### src/rtl/pwm_irq_pkg.sv
package pwm_irq_pkg;
  localparam int REG_W   = 8;
  localparam int RAMP_W  = 2;
  localparam int NUM_CH  = 2;
  // status byte positions
  localparam int S_EOC   = 0;
  localparam int S_RAMP  = 1;
  localparam int S_EVA   = 3;
  localparam int S_EVB   = 4;
  localparam int S_ACTA  = 6;
  localparam int S_ACTB  = 7;
  // enable byte positions
  localparam int E_EOC   = 0;
  localparam int E_ENH   = 1;
  localparam logic [REG_W-1:0] EN_MASK = 8'hDB;
  localparam int NUM_FLG = 5;
endpackage

### src/rtl/pwm_irq_flag.sv
module pwm_irq_flag #(
  parameter int W = 5
) (
  input  logic         clk_i,
  input  logic         rst_ni,
  input  logic [W-1:0] set_i,
  input  logic [W-1:0] clr_i,
  output logic [W-1:0] q_o
);
  logic [W-1:0] q_q;
  // set has priority over clear
  always_ff @(posedge clk_i or negedge rst_ni) begin
    if (!rst_ni) q_q <= '0;
    else         q_q <= (q_q & ~clr_i) | set_i;
  end
  assign q_o = q_q;
endmodule

### src/rtl/pwm_irq_activity.sv
module pwm_irq_activity #(
  parameter int NCH = 2
) (
  input  logic           clk_i,
  input  logic           rst_ni,
  input  logic [NCH-1:0] pwm_i,
  output logic [NCH-1:0] tog_o
);
  for (genvar c = 0; c < NCH; c++) begin : g_ch
    logic prev_q;
    always_ff @(posedge clk_i or negedge rst_ni) begin
      if (!rst_ni) prev_q <= 1'b0;
      else         prev_q <= pwm_i[c];
    end
    assign tog_o[c] = pwm_i[c] ^ prev_q;
  end
endmodule

### src/rtl/pwm_irq_ramp.sv
module pwm_irq_ramp #(
  parameter int RW = 2
) (
  input  logic          clk_i,
  input  logic          rst_ni,
  input  logic          cap_i,
  input  logic [RW-1:0] ramp_i,
  output logic [RW-1:0] ramp_o
);
  logic [RW-1:0] ramp_q;
  always_ff @(posedge clk_i or negedge rst_ni) begin
    if (!rst_ni)    ramp_q <= '0;
    else if (cap_i) ramp_q <= ramp_i;
  end
  assign ramp_o = ramp_q;
endmodule

### src/rtl/pwm_irq_status.sv
module pwm_irq_status
  import pwm_irq_pkg::*;
(
  input  logic              clk_i,
  input  logic              rst_ni,
  input  logic              pwm_a_i,
  input  logic              pwm_b_i,
  input  logic              evt_a_i,
  input  logic              evt_b_i,
  input  logic [RAMP_W-1:0] ramp_i,
  input  logic              cycle_end_i,
  input  logic              enh_end_i,
  input  logic              wr_en_i,
  input  logic              addr_i,
  input  logic [REG_W-1:0]  wr_data_i,
  output logic [REG_W-1:0]  rd_data_o,
  output logic              irq_o
);
  logic [NUM_CH-1:0]  tog;
  logic [NUM_FLG-1:0] flg_set, flg_clr, flg, flg_en;
  logic [RAMP_W-1:0]  ramp_q;
  logic [REG_W-1:0]   en_q, stat_vec;
  logic               wr_stat, wr_en_reg, cyc_set;

  assign wr_stat   = wr_en_i & ~addr_i;
  assign wr_en_reg = wr_en_i &  addr_i;

  pwm_irq_activity #(.NCH(NUM_CH)) u_act (
    .clk_i (clk_i),
    .rst_ni(rst_ni),
    .pwm_i ({pwm_b_i, pwm_a_i}),
    .tog_o (tog)
  );

  pwm_irq_ramp #(.RW(RAMP_W)) u_ramp (
    .clk_i (clk_i),
    .rst_ni(rst_ni),
    .cap_i (evt_a_i | evt_b_i),
    .ramp_i(ramp_i),
    .ramp_o(ramp_q)
  );

  // enhanced select picks the 15th-cycle strobe instead of every cycle end
  assign cyc_set = en_q[E_ENH] ? enh_end_i : cycle_end_i;

  // flag order: {act_b, act_a, ev_b, ev_a, eoc}
  assign flg_set = {tog[1], tog[0], evt_b_i, evt_a_i, cyc_set};
  assign flg_clr = wr_stat ? {wr_data_i[S_ACTB], wr_data_i[S_ACTA],
                              wr_data_i[S_EVB],  wr_data_i[S_EVA],
                              wr_data_i[S_EOC]} : '0;

  pwm_irq_flag #(.W(NUM_FLG)) u_flg (
    .clk_i (clk_i),
    .rst_ni(rst_ni),
    .set_i (flg_set),
    .clr_i (flg_clr),
    .q_o   (flg)
  );

  always_ff @(posedge clk_i or negedge rst_ni) begin
    if (!rst_ni)        en_q <= '0;
    else if (wr_en_reg) en_q <= wr_data_i & EN_MASK;
  end

  always_comb begin
    stat_vec                        = '0;
    stat_vec[S_EOC]                 = flg[0];
    stat_vec[S_RAMP +: RAMP_W]      = ramp_q;
    stat_vec[S_EVA]                 = flg[1];
    stat_vec[S_EVB]                 = flg[2];
    stat_vec[S_ACTA]                = flg[3];
    stat_vec[S_ACTB]                = flg[4];
  end

  assign flg_en = {en_q[S_ACTB], en_q[S_ACTA], en_q[S_EVB], en_q[S_EVA],
                   en_q[E_EOC] | en_q[E_ENH]};

  assign irq_o     = |(flg & flg_en);
  assign rd_data_o = addr_i ? en_q : stat_vec;
endmodule

### config.mk
export PLATFORM = sky130hd
export DESIGN_NAME = pwm_irq_status
export DESIGN_NICKNAME = d
export VERILOG_FILES = /design/src/rtl/pwm_irq_pkg.sv /design/src/rtl/pwm_irq_flag.sv /design/src/rtl/pwm_irq_activity.sv /design/src/rtl/pwm_irq_ramp.sv /design/src/rtl/pwm_irq_status.sv
export SDC_FILE = /design/constraint.sdc
export NUM_CORES = 1
export LEC_CHECK = 0
export BUFFER_PORTS_ARGS = -buffer_cell sky130_fd_sc_hd__buf_2
export CORE_ASPECT_RATIO = 0.8
export CORE_UTILIZATION = 44
export CTS_BUF_LIST = sky130_fd_sc_hd__clkbuf_4
export DETAILED_ROUTE_END_ITERATION = 8
export GPL_TIMING_DRIVEN = 0
export PLACE_DENSITY = 0.77
export SLEW_MARGIN = 5
export SYNTH_ARGS = -nofsm -noshare
export SYNTH_HDL_FRONTEND = slang
export SYNTH_SLANG_ARGS = --single-unit
### constraint.sdc
create_clock -name clk_i -period 0.8 [get_ports clk_i]
set_input_delay 0.08 -clock clk_i [delete_from_list [all_inputs] [get_ports clk_i]]
set_output_delay 0.08 -clock clk_i [all_outputs]
set_load 0.02 [all_outputs]
; Word-level counts from Yosys, hierarchy flattened
; Index checks and enable logic that the tools add are counted.
[totals]
ff_bits = 15
out_inout_bits = 9
elab_cells = 20
[classes]
bitwise_logic = 11
n_reduce_logical = 1
n_mux = 3
[op_table]
columns = cell, count
row1 = bitwise AND 5 bit, 2
row2 = two-way mux 8 bit, 1
row3 = two-way mux 5 bit, 1
row4 = inverter 5 bit, 1
row5 = OR 5 bit, 1
row6 = OR reduction 5 bit, 1
row7 = bitwise AND 1 bit, 2
row8 = OR 1 bit, 2
row9 = XOR 1 bit, 2
row10 = two-way mux 1 bit, 1
row11 = inverter 1 bit, 1

; Depth between registers and ports, before layout
; Gate-level depths: netlist of run 1.
[logic_depth]
ltp_word = 6
mapped_depth = 3
mapped_depth_nobuf = 2

; By module
; A second synthesis of run 1 with hierarchy kept.
[unflattened]
cells_unflattened = 58
area_unflattened_um2 = 749.5
[modules_own_cells]
columns = module, area_each_um2, cells_per_inst, instances
row1 = pwm_irq_status, 427.9, 35, 1
row2 = pwm_irq_flag, 181.4, 15, 1
row3 = pwm_irq_ramp, 72.6, 4, 1
row4 = pwm_irq_activity, 67.6, 4, 1

; Worst setup path after synthesis of run 1
; OpenSTA, ideal clock, no wires.
[synth_timing]
path_type = flip-flop to output port
start = register u_flg.q_q[3] (netlist: u_flg.q_o[3])
end = output port rd_data_o[6]
stages_incl_launch_ff = 3
slack_ps = -133
required_ps = 720
n_path_buf = 0
arrival_time_ps = 853
cell_sequence = dfrtp_1 > inv_1 > o21ai_0
[synth_between]
elab_chain_cells = 1
[synth_rtl]
columns = element, line_no
row1 = "start, declared", pwm_irq_flag.sv:10  ; logic [W-1:0] q_q;
row2 = "start signal, assigned", pwm_irq_flag.sv:14  ; else q_q <= (q_q & ~clr_i) | set_i;
row3 = two-way mux 8 bit, pwm_irq_status.sv:79  ; assign rd_data_o = addr_i ? en_q : stat_vec;
row4 = "end, declared", pwm_irq_status.sv:16  ; output logic [REG_W-1:0] rd_data_o,
; No other way between the ends.

; Worst setup path after layout of run 1
[layout_timing]
start = register en_q[0]
end = output port irq_o
[layout_between]
elab_chain_cells = 3
[layout_rtl]
columns = element, line_no
row1 = "start, declared", pwm_irq_status.sv:22  ; logic [REG_W-1:0] en_q, stat_vec;
row2 = "start signal, assigned", pwm_irq_status.sv:62  ; else if (wr_en_reg) en_q <= wr_data_i & EN_MASK;
row3 = OR 1 bit, pwm_irq_status.sv:76  ; en_q[E_EOC] | en_q[E_ENH]};
row4 = bitwise AND 5 bit, pwm_irq_status.sv:78  ; assign irq_o = |(flg & flg_en);
row5 = OR reduction 5 bit, pwm_irq_status.sv:78
row6 = "end, declared", pwm_irq_status.sv:17  ; output logic irq_o
; No other way between the ends.

==> impl_results.md, run 1 <==
* Placer congestion estimate at between 0.7 and 0.8
* Initial core utilization at 0.496
* Routed len/inst at approximately 15 µm
* FMAX at a little over 800 MHz
* Failing checks: negative setup slack
* Post-synthesis sequential area ratio at 0.520
* All-Layer GR Usage at 0.223
* Clock latency on the worst-skew pair at between 0.2 and 0.3 ns
* Core Box Area at roughly 1500 µm²
* Post-route cell area at 1080 µm²
* DR DRC count at 0
* Placed cell area at between 800 and 900 µm²
* Layout Nets at around 120
* Die X at about 47 µm
* Status: finished, violations left
* Post-Route WL at approximately 1700 µm
* Hold_ws at 0.0169 ns
* Final period util at 1.53
* Final hold violations at 0
* Max capacitance violation total at 0
* Synthesis warning total at 0
* Share of the synthesized area in the top cell type at 0.520
* Pin count of the biggest net entering global routing at 16
* TritonCTS Buffers at 3
* Post-synthesis cell count at 54
* Number of setup violations in the final report at 14
* CTS tree: yes
* Critical-path cell list: o21ai_2, nand3_2, buf_6
* Die area at approximately 1800 µm²
* Clock Skews at 0.000163 ns
* CP Capture Type: output pin
* Total gr overflow at 0
* Final TNS setup at -3.82 ns
* Vias at roughly 560
* Final worst setup slack at -0.428 ns
* Mapped Area at around 720 µm²
* I/O Buffers at 25
* Worst Path Max Fanout at 3
* Layout cell share with drive strength beyond 1 at 0.589
* Post-synth cell types at 19
* Finished Core Util at 0.743
* Crit path kind: flip-flop to output pin
* DR iter-0 viols at 1
* Mapped Nets at 74
* Die Y at approximately 38 µm
* Std-Cell Rows at 12
* Synth Register Bits at 15
* Startpoint Class: flip-flop
* Vias in the first global route at 545
* First-pass GRT wire length at 2560 µm
* Initial antenna violation count at 0
* CTS clk-pin slew, worst paths at ~0.090 ns
* Max Slew Vio Count at 0
* Clock Sinks at 15
* Leakage power at 0.529 nW
* # IOs at 29
* Top area cells in the synthesized netlist: dfrtp_1 52%, mux2_4 12%, mux2_2 11%
* HP Class: input port to flip-flop
* Antenna cells at 0
* Buf/Inv on CP at 1
* CP max-delay cell: dfrtp_1
* Peak supply drop at between 0.001 and 0.0015 V
* Clk buf depth at 2
* Drt first pass iters at 3
* WP data required at just over 0.7 ns
* Routed Antenna Nets at 0
* H-tree depth at 1
* Synthesized area per cell at 13.4 µm²
* Crit-path max cell delay at 0.43 ns
* Cell Pwr Density at 1790 nW/µm²
* Unrepaired setup endpoints after global routing: yes
* Critical path arrival at around 1.2 ns
* Syn-to-layout area delta at 49.9%
* Via density at roughly 4.8
* Final min period at 1.23 ns
* CTS Root Cell: clkbuf_4
* Largest area contributor in the netlist: dfrtp_1
* Delay-heaviest family, CP: flip-flops
-- kinds of logic (layout without fill, tap and decap cells) --
| group | Yosys count | after routing | synth area share |
|---|---|---|---|
| other | 1 | 1 | 0.00519 |
| flip-flops | 15 | 15 | 0.520 |
| buffers and inverters | 3 | 44 | 0.0260 |
| AO/OA/AOI/OAI | 9 | 9 | 0.0866 |
| multiplexers | 13 | 13 | 0.234 |
| AND/OR/NAND/NOR | 11 | 11 | 0.104 |
| XOR/XNOR | 2 | 2 | 0.0243 |
-- state kept, by name (all words and copies together) (netlist names) --
signal             flops
u_ramp.ramp_o          2
u_flg.q_o              5
u_act.g_ch.prev_q      2
en_q                   6
-- area by class of cell --
type / count / area, µm²
Tap cell: 21 / 26.3
Clock buffer: 3 / 22.5
Buffer: 2 / 15.0
Inverter: 1 / 3.75
Clock inverter: 1 / 5.00
Fill cell: 112 / 374
Multi-Input combinational cell: 36 / 362
Timing Repair Buffer: 37 / 273
Sequential cell: 15 / 375
-- stage by stage --
| stage | setup slack [ns] | instances | total power [mW] |
|---|---|---|---|
| final | -0.428 | 116 | 1.94 |
| after global routing | -0.467 | 116 | 2.04 |
| after floorplan | -0.0116 | 54 | 1.16 |
| after detailed placement | -0.228 | 100 | 1.31 |
| after CTS | -0.403 | 113 | 1.88 |
| after global placement | -0.197 | 100 | 1.30 |
-- Yosys cell counts --
| library cell | count |
|---|---|
| dfrtp_1 | 15 |
| a21o_1 | 3 |
| a221o_1 | 1 |
| inv_1 | 1 |
| nand2_1 | 1 |
| xnor2_1 | 1 |
| nor2b_1 | 2 |
| nand2_4 | 1 |
| conb_1 | 1 |
| mux2_2 | 7 |
| nand3b_1 | 4 |
| xor2_1 | 1 |
| buf_4 | 2 |
| and3b_1 | 1 |
| mux2_4 | 6 |
| a22oi_1 | 2 |
| o21ai_0 | 3 |
| nand3_1 | 1 |
| nor2_1 | 1 |
-- cells in the final DEF (no fill, tap or decap), types with 3 or more instances in the layout --
master         count
nand3b_1           4
buf_6              8
dfrtp_1           15
mux2_2             3
a21o_1             3
mux2_4            10
buf_2             19
buf_4              7
clkbuf_4           3
dlygate4sd3_1      5
-- layer usage --
| metal | GRT usage | wire (µm) | up-vias |
|---|---|---|---|
| li1 | - | - | 272 |
| met1 | 0.258 | 738 | 265 |
| met2 | 0.377 | 847 | 18 |
| met3 | 0.0849 | 76 | 2 |
| met4 | 0.0643 | 20 | 0 |
| met5 | 0 | 0 | - |
-- worst paths after layout --
kind / slack [ns] / depth (start not counted) / startpoint / end
worst max-delay path: -0.43 / 3 / en_q[0]$_DFFE_PN0P_ / irq_o
worst min-delay path: 0.02 / 2 / wr_data_i[1] / en_q[1]$_DFFE_PN0P_
worst max register to register: -0.20 / 2 / en_q[1]$_DFFE_PN0P_ / u_flg.q_o[0]$_DFF_PN0_
worst min register to register: 0.51 / 1 / u_ramp.ramp_o[1]$_DFFE_PN0P_ / u_ramp.ramp_o[1]$_DFFE_PN0P_
max in group asynchronous: 0.33 / 2 / rst_ni / en_q[3]$_DFFE_PN0P_
min in group asynchronous: 0.22 / 2 / rst_ni / en_q[7]$_DFFE_PN0P_
-- power by group --
group	internal [mW]	leakage, nW	switching (mW)	total [mW]
sequential	0.834	0.164	0.0770	0.911
combinational	0.362	0.347	0.236	0.597
clock	0.186	0.0177	0.243	0.428
total	1.38	0.529	0.556	1.94
-- timing repair --
item                       in CTS  in global routing
hold endpoints to repair       18                  1
setup endpoints to repair      10                 16
resized for setup              17                  6
hold buffers                    4                  1
pin swaps                       2                  3
buffers inserted                5                  3
(Power assumes the default switching activity.)
==> run 2, diff against run 1 <==
BUFFER_PORTS_ARGS = default   (was -buffer_cell sky130_fd_sc_hd__buf_2)
CORE_ASPECT_RATIO = default   (was 0.8)
CORE_MARGIN = 4   (was default)
CORE_UTILIZATION = 48   (was 44)
DONT_BUFFER_PORTS = 1   (was default)
PLACE_DENSITY = 0.65   (was 0.77)
==> run 2 against run 1 <==
  * Global-route usage fell by 4.2 points
  * Sequential power fell by 0.7%
  * Cell count fell by 17%
  * Non-clock buffer count fell by 14
  * The flow finishes with violations (negative hold slack, negative setup slack)
  * Wire length rose by 2.4%
  * Clock power rose by 6.8%
  * Die area rose by 21%
  * Critical path depth fell by 1
  * Largest cell class is now multi-input gates
  * Worst setup slack improved by 0.089 ns
==> impl_results.md, run 2 (synthesis gave the netlist of run 1 again) <==
* H-tree depth at 1 (unchanged)
* R2R depth at 3 (was 2)
* Pwr Total at 1.89 mW (was 1.94 mW)
* Most frequent cells in the layout: 15 x dfrtp_1, 15 x dlygate4sd3_1, 10 x mux2_4, 5 x buf_4 (was 19 x buf_2, 15 x dfrtp_1, 10 x mux2_4, 8 x buf_6, 7 x buf_4)
* TritonCTS Buffers at 3 (unchanged)
* DR iter-0 viols at 1 (unchanged)
* Std-Cell Rows at 13 (was 12)
* Number of setup violations in the final report at 13 (was 14)
* Layout cell share with drive strength beyond 1 at 0.432 (was 0.589)
* HP Class: input port to async pin (was input port to flip-flop)
* Total gr overflow at 0 (unchanged)
* CTS tree: yes (unchanged)
* Final worst setup slack at -0.339 ns (was -0.428 ns)
* Final TNS setup at -2.78 ns (was -3.82 ns)
* CP Capture Type: output pin (unchanged)
* Post-Route WL at 1720 µm (was 1680 µm)
* Final period util at 1.42 (was 1.53)
* Via density at 5.52 (was 4.80)
* Final min period at 1.14 ns (was 1.23 ns)
* Die area at 2190 µm² (was 1810 µm²)
* Pin count of the biggest net entering global routing at 16 (unchanged)
* Clk buf depth at 2 (unchanged)
* Cell Pwr Density at 1780 nW/µm² (was 1790 nW/µm²)
* Clock Skews at 0.000562 ns (was 0.000163 ns)
* CP max-delay cell: dfrtp_1 (unchanged)
* Failing checks: negative hold slack, negative setup slack (was negative setup slack)
* Worst Path Max Fanout at 3 (unchanged)
* Syn-to-layout area delta at 47.0% (was 49.9%)
* Final hold violations at 15 (was 0)
* Critical path arrival at 1.06 ns (was 1.15 ns)
* Routed Antenna Nets at 0 (unchanged)
* Post-DP HPWL at ~1100 µm
* I/O Buffers at 0 (was 25)
* FMAX at 878 MHz (was 815 MHz)
* # IOs at 29 (unchanged)
* Antenna cells at 0 (unchanged)
* Initial core utilization at 0.528 (was 0.496)
* Placer congestion estimate at 0.687 (was 0.703)
* Max capacitance violation total at 0 (unchanged)
* Peak supply drop at 0.00111 V (was 0.00149 V)
* Top reg by flops: en_q (unchanged)
* WP data required at 0.72 ns (about the same)
* Placed cell area at 746 µm² (was 878 µm²)
* Crit-path max cell delay at 0.41 ns (was 0.43 ns)
* Startpoint Class: flip-flop (unchanged)
* Unrepaired setup endpoints after global routing: yes (unchanged)
* Vias at 530 (was 557)
* Max transition margin at 0.536
* Crit path kind: flip-flop to output pin (unchanged)
* CTS Root Cell: clkbuf_4 (unchanged)
* Worst-margin pin slew at about 0.70 ns
* DR DRC count at 0 (unchanged)
* Clock Sinks at 15 (unchanged)
* Vias in the first global route at 585 (was 545)
* FF-to-FF setup slack at -0.21 ns (was -0.20 ns)
* CTS clk-pin slew, worst paths at 0.09 ns (about the same)
* Initial antenna violation count at 0 (unchanged)
* Die Y at 46.8 µm (was 38.2 µm)
* Status: finished, violations left (unchanged)
* All-Layer GR Usage at 0.181 (was 0.223)
* Hold_ws at -0.102 ns (was 0.0169 ns)
* Drt first pass iters at 4 (was 3)
* Routed len/inst at 17.9 µm (was 14.5 µm)
* Post-route cell area at 1060 µm² (was 1080 µm²)
* Reg2reg end: en_q[6]$_DFFE_PN0P_ (was u_flg.q_o[0]$_DFF_PN0_)
* Core Box Area at 1370 µm² (was 1460 µm²)
* Layout Nets at 102 (was 116)
* Max reg flops at 6 (unchanged)
* Die X at 46.8 µm (was 47.3 µm)
* Critical-path cell list: a22oi_2, nand3_2 (was o21ai_2, nand3_2, buf_6)
* First-pass GRT wire length at 2640 µm (was 2560 µm)
* Crit path launch: u_flg.q_o[2]$_DFF_PN0_ (was en_q[0]$_DFFE_PN0P_)
* FF-to-FF Start: en_q[6]$_DFFE_PN0P_ (was en_q[1]$_DFFE_PN0P_)
* Clock latency on the worst-skew pair at 0.28 ns (about the same)
* Max Slew Vio Count at 0 (unchanged)
* Leakage power at 0.486 nW (was 0.529 nW)
-- run 2: changes by cell type in the layout (fill, tap and decap cells not counted), moves of 2 or more --
cell / before / now
buf_4: 7 / 5
buf_6: 8 / 4
buf_2: 19 / 0
dlygate4sd3_1: 5 / 15
-- run 2: metrics by stage --
step           setup slack, ns  cells   util
2_1_floorplan          -0.0116     54      -
3_3_place_gp            -0.114     69  0.546
3_5_place_dp            -0.116     69  0.546
4_1_cts                 -0.349     94  0.757
5_1_grt                 -0.391     96  0.777
6_report                -0.339     96  0.777
-- run 2: final cells by class --
type                       count  area [µm²]
buffer                         2        15.0
clock buffer                   4        30.0
fill                          97         305
inverter                       1        3.75
multi-input combinational     36         388
sequential                    15         375
tap                           15        18.8
timing repair buffer          23         230
-- run 2: timing repair --
item	4_1_cts	5_1_grt
pin swaps	4	1
setup buffers	7	0
setup endpoints to repair	10	30
hold buffers	14	2
resized for setup	18	3
hold endpoints to repair	30	17
-- run 2: how the worst max path moves through the flow --
stage                     endpoint  slack (ns)  depth (start not counted)
after floorplan              irq_o       -0.01                          2
after global placement       irq_o       -0.11                          2
after detailed placement     irq_o       -0.12                          2
after CTS                    irq_o       -0.35                          2
after global routing         irq_o       -0.39                          2
final                        irq_o       -0.34                          2
-- run 2: report_power, final --
group	leakage [nW]	internal [mW]	switching (mW)	total (mW)
clock network	0.0184	0.227	0.230	0.457
logic	0.303	0.311	0.220	0.530
registers	0.164	0.834	0.0712	0.905
total	0.486	1.37	0.520	1.89
-- run 2: layer usage --
metal,vias to the layer above,track usage,routed length (µm)
li1,244,-,-
met1,260,0.209,681
met2,24,0.314,931
met3,2,0.0536,101
met4,0,0.0663,9
met5,-,0,0
-- run 2: worst max-delay path: cells and delay by family (launching register included) --
family          cells  cell delay, ns
compound gates      1            0.21
simple gates        1            0.16
flops               1            0.41
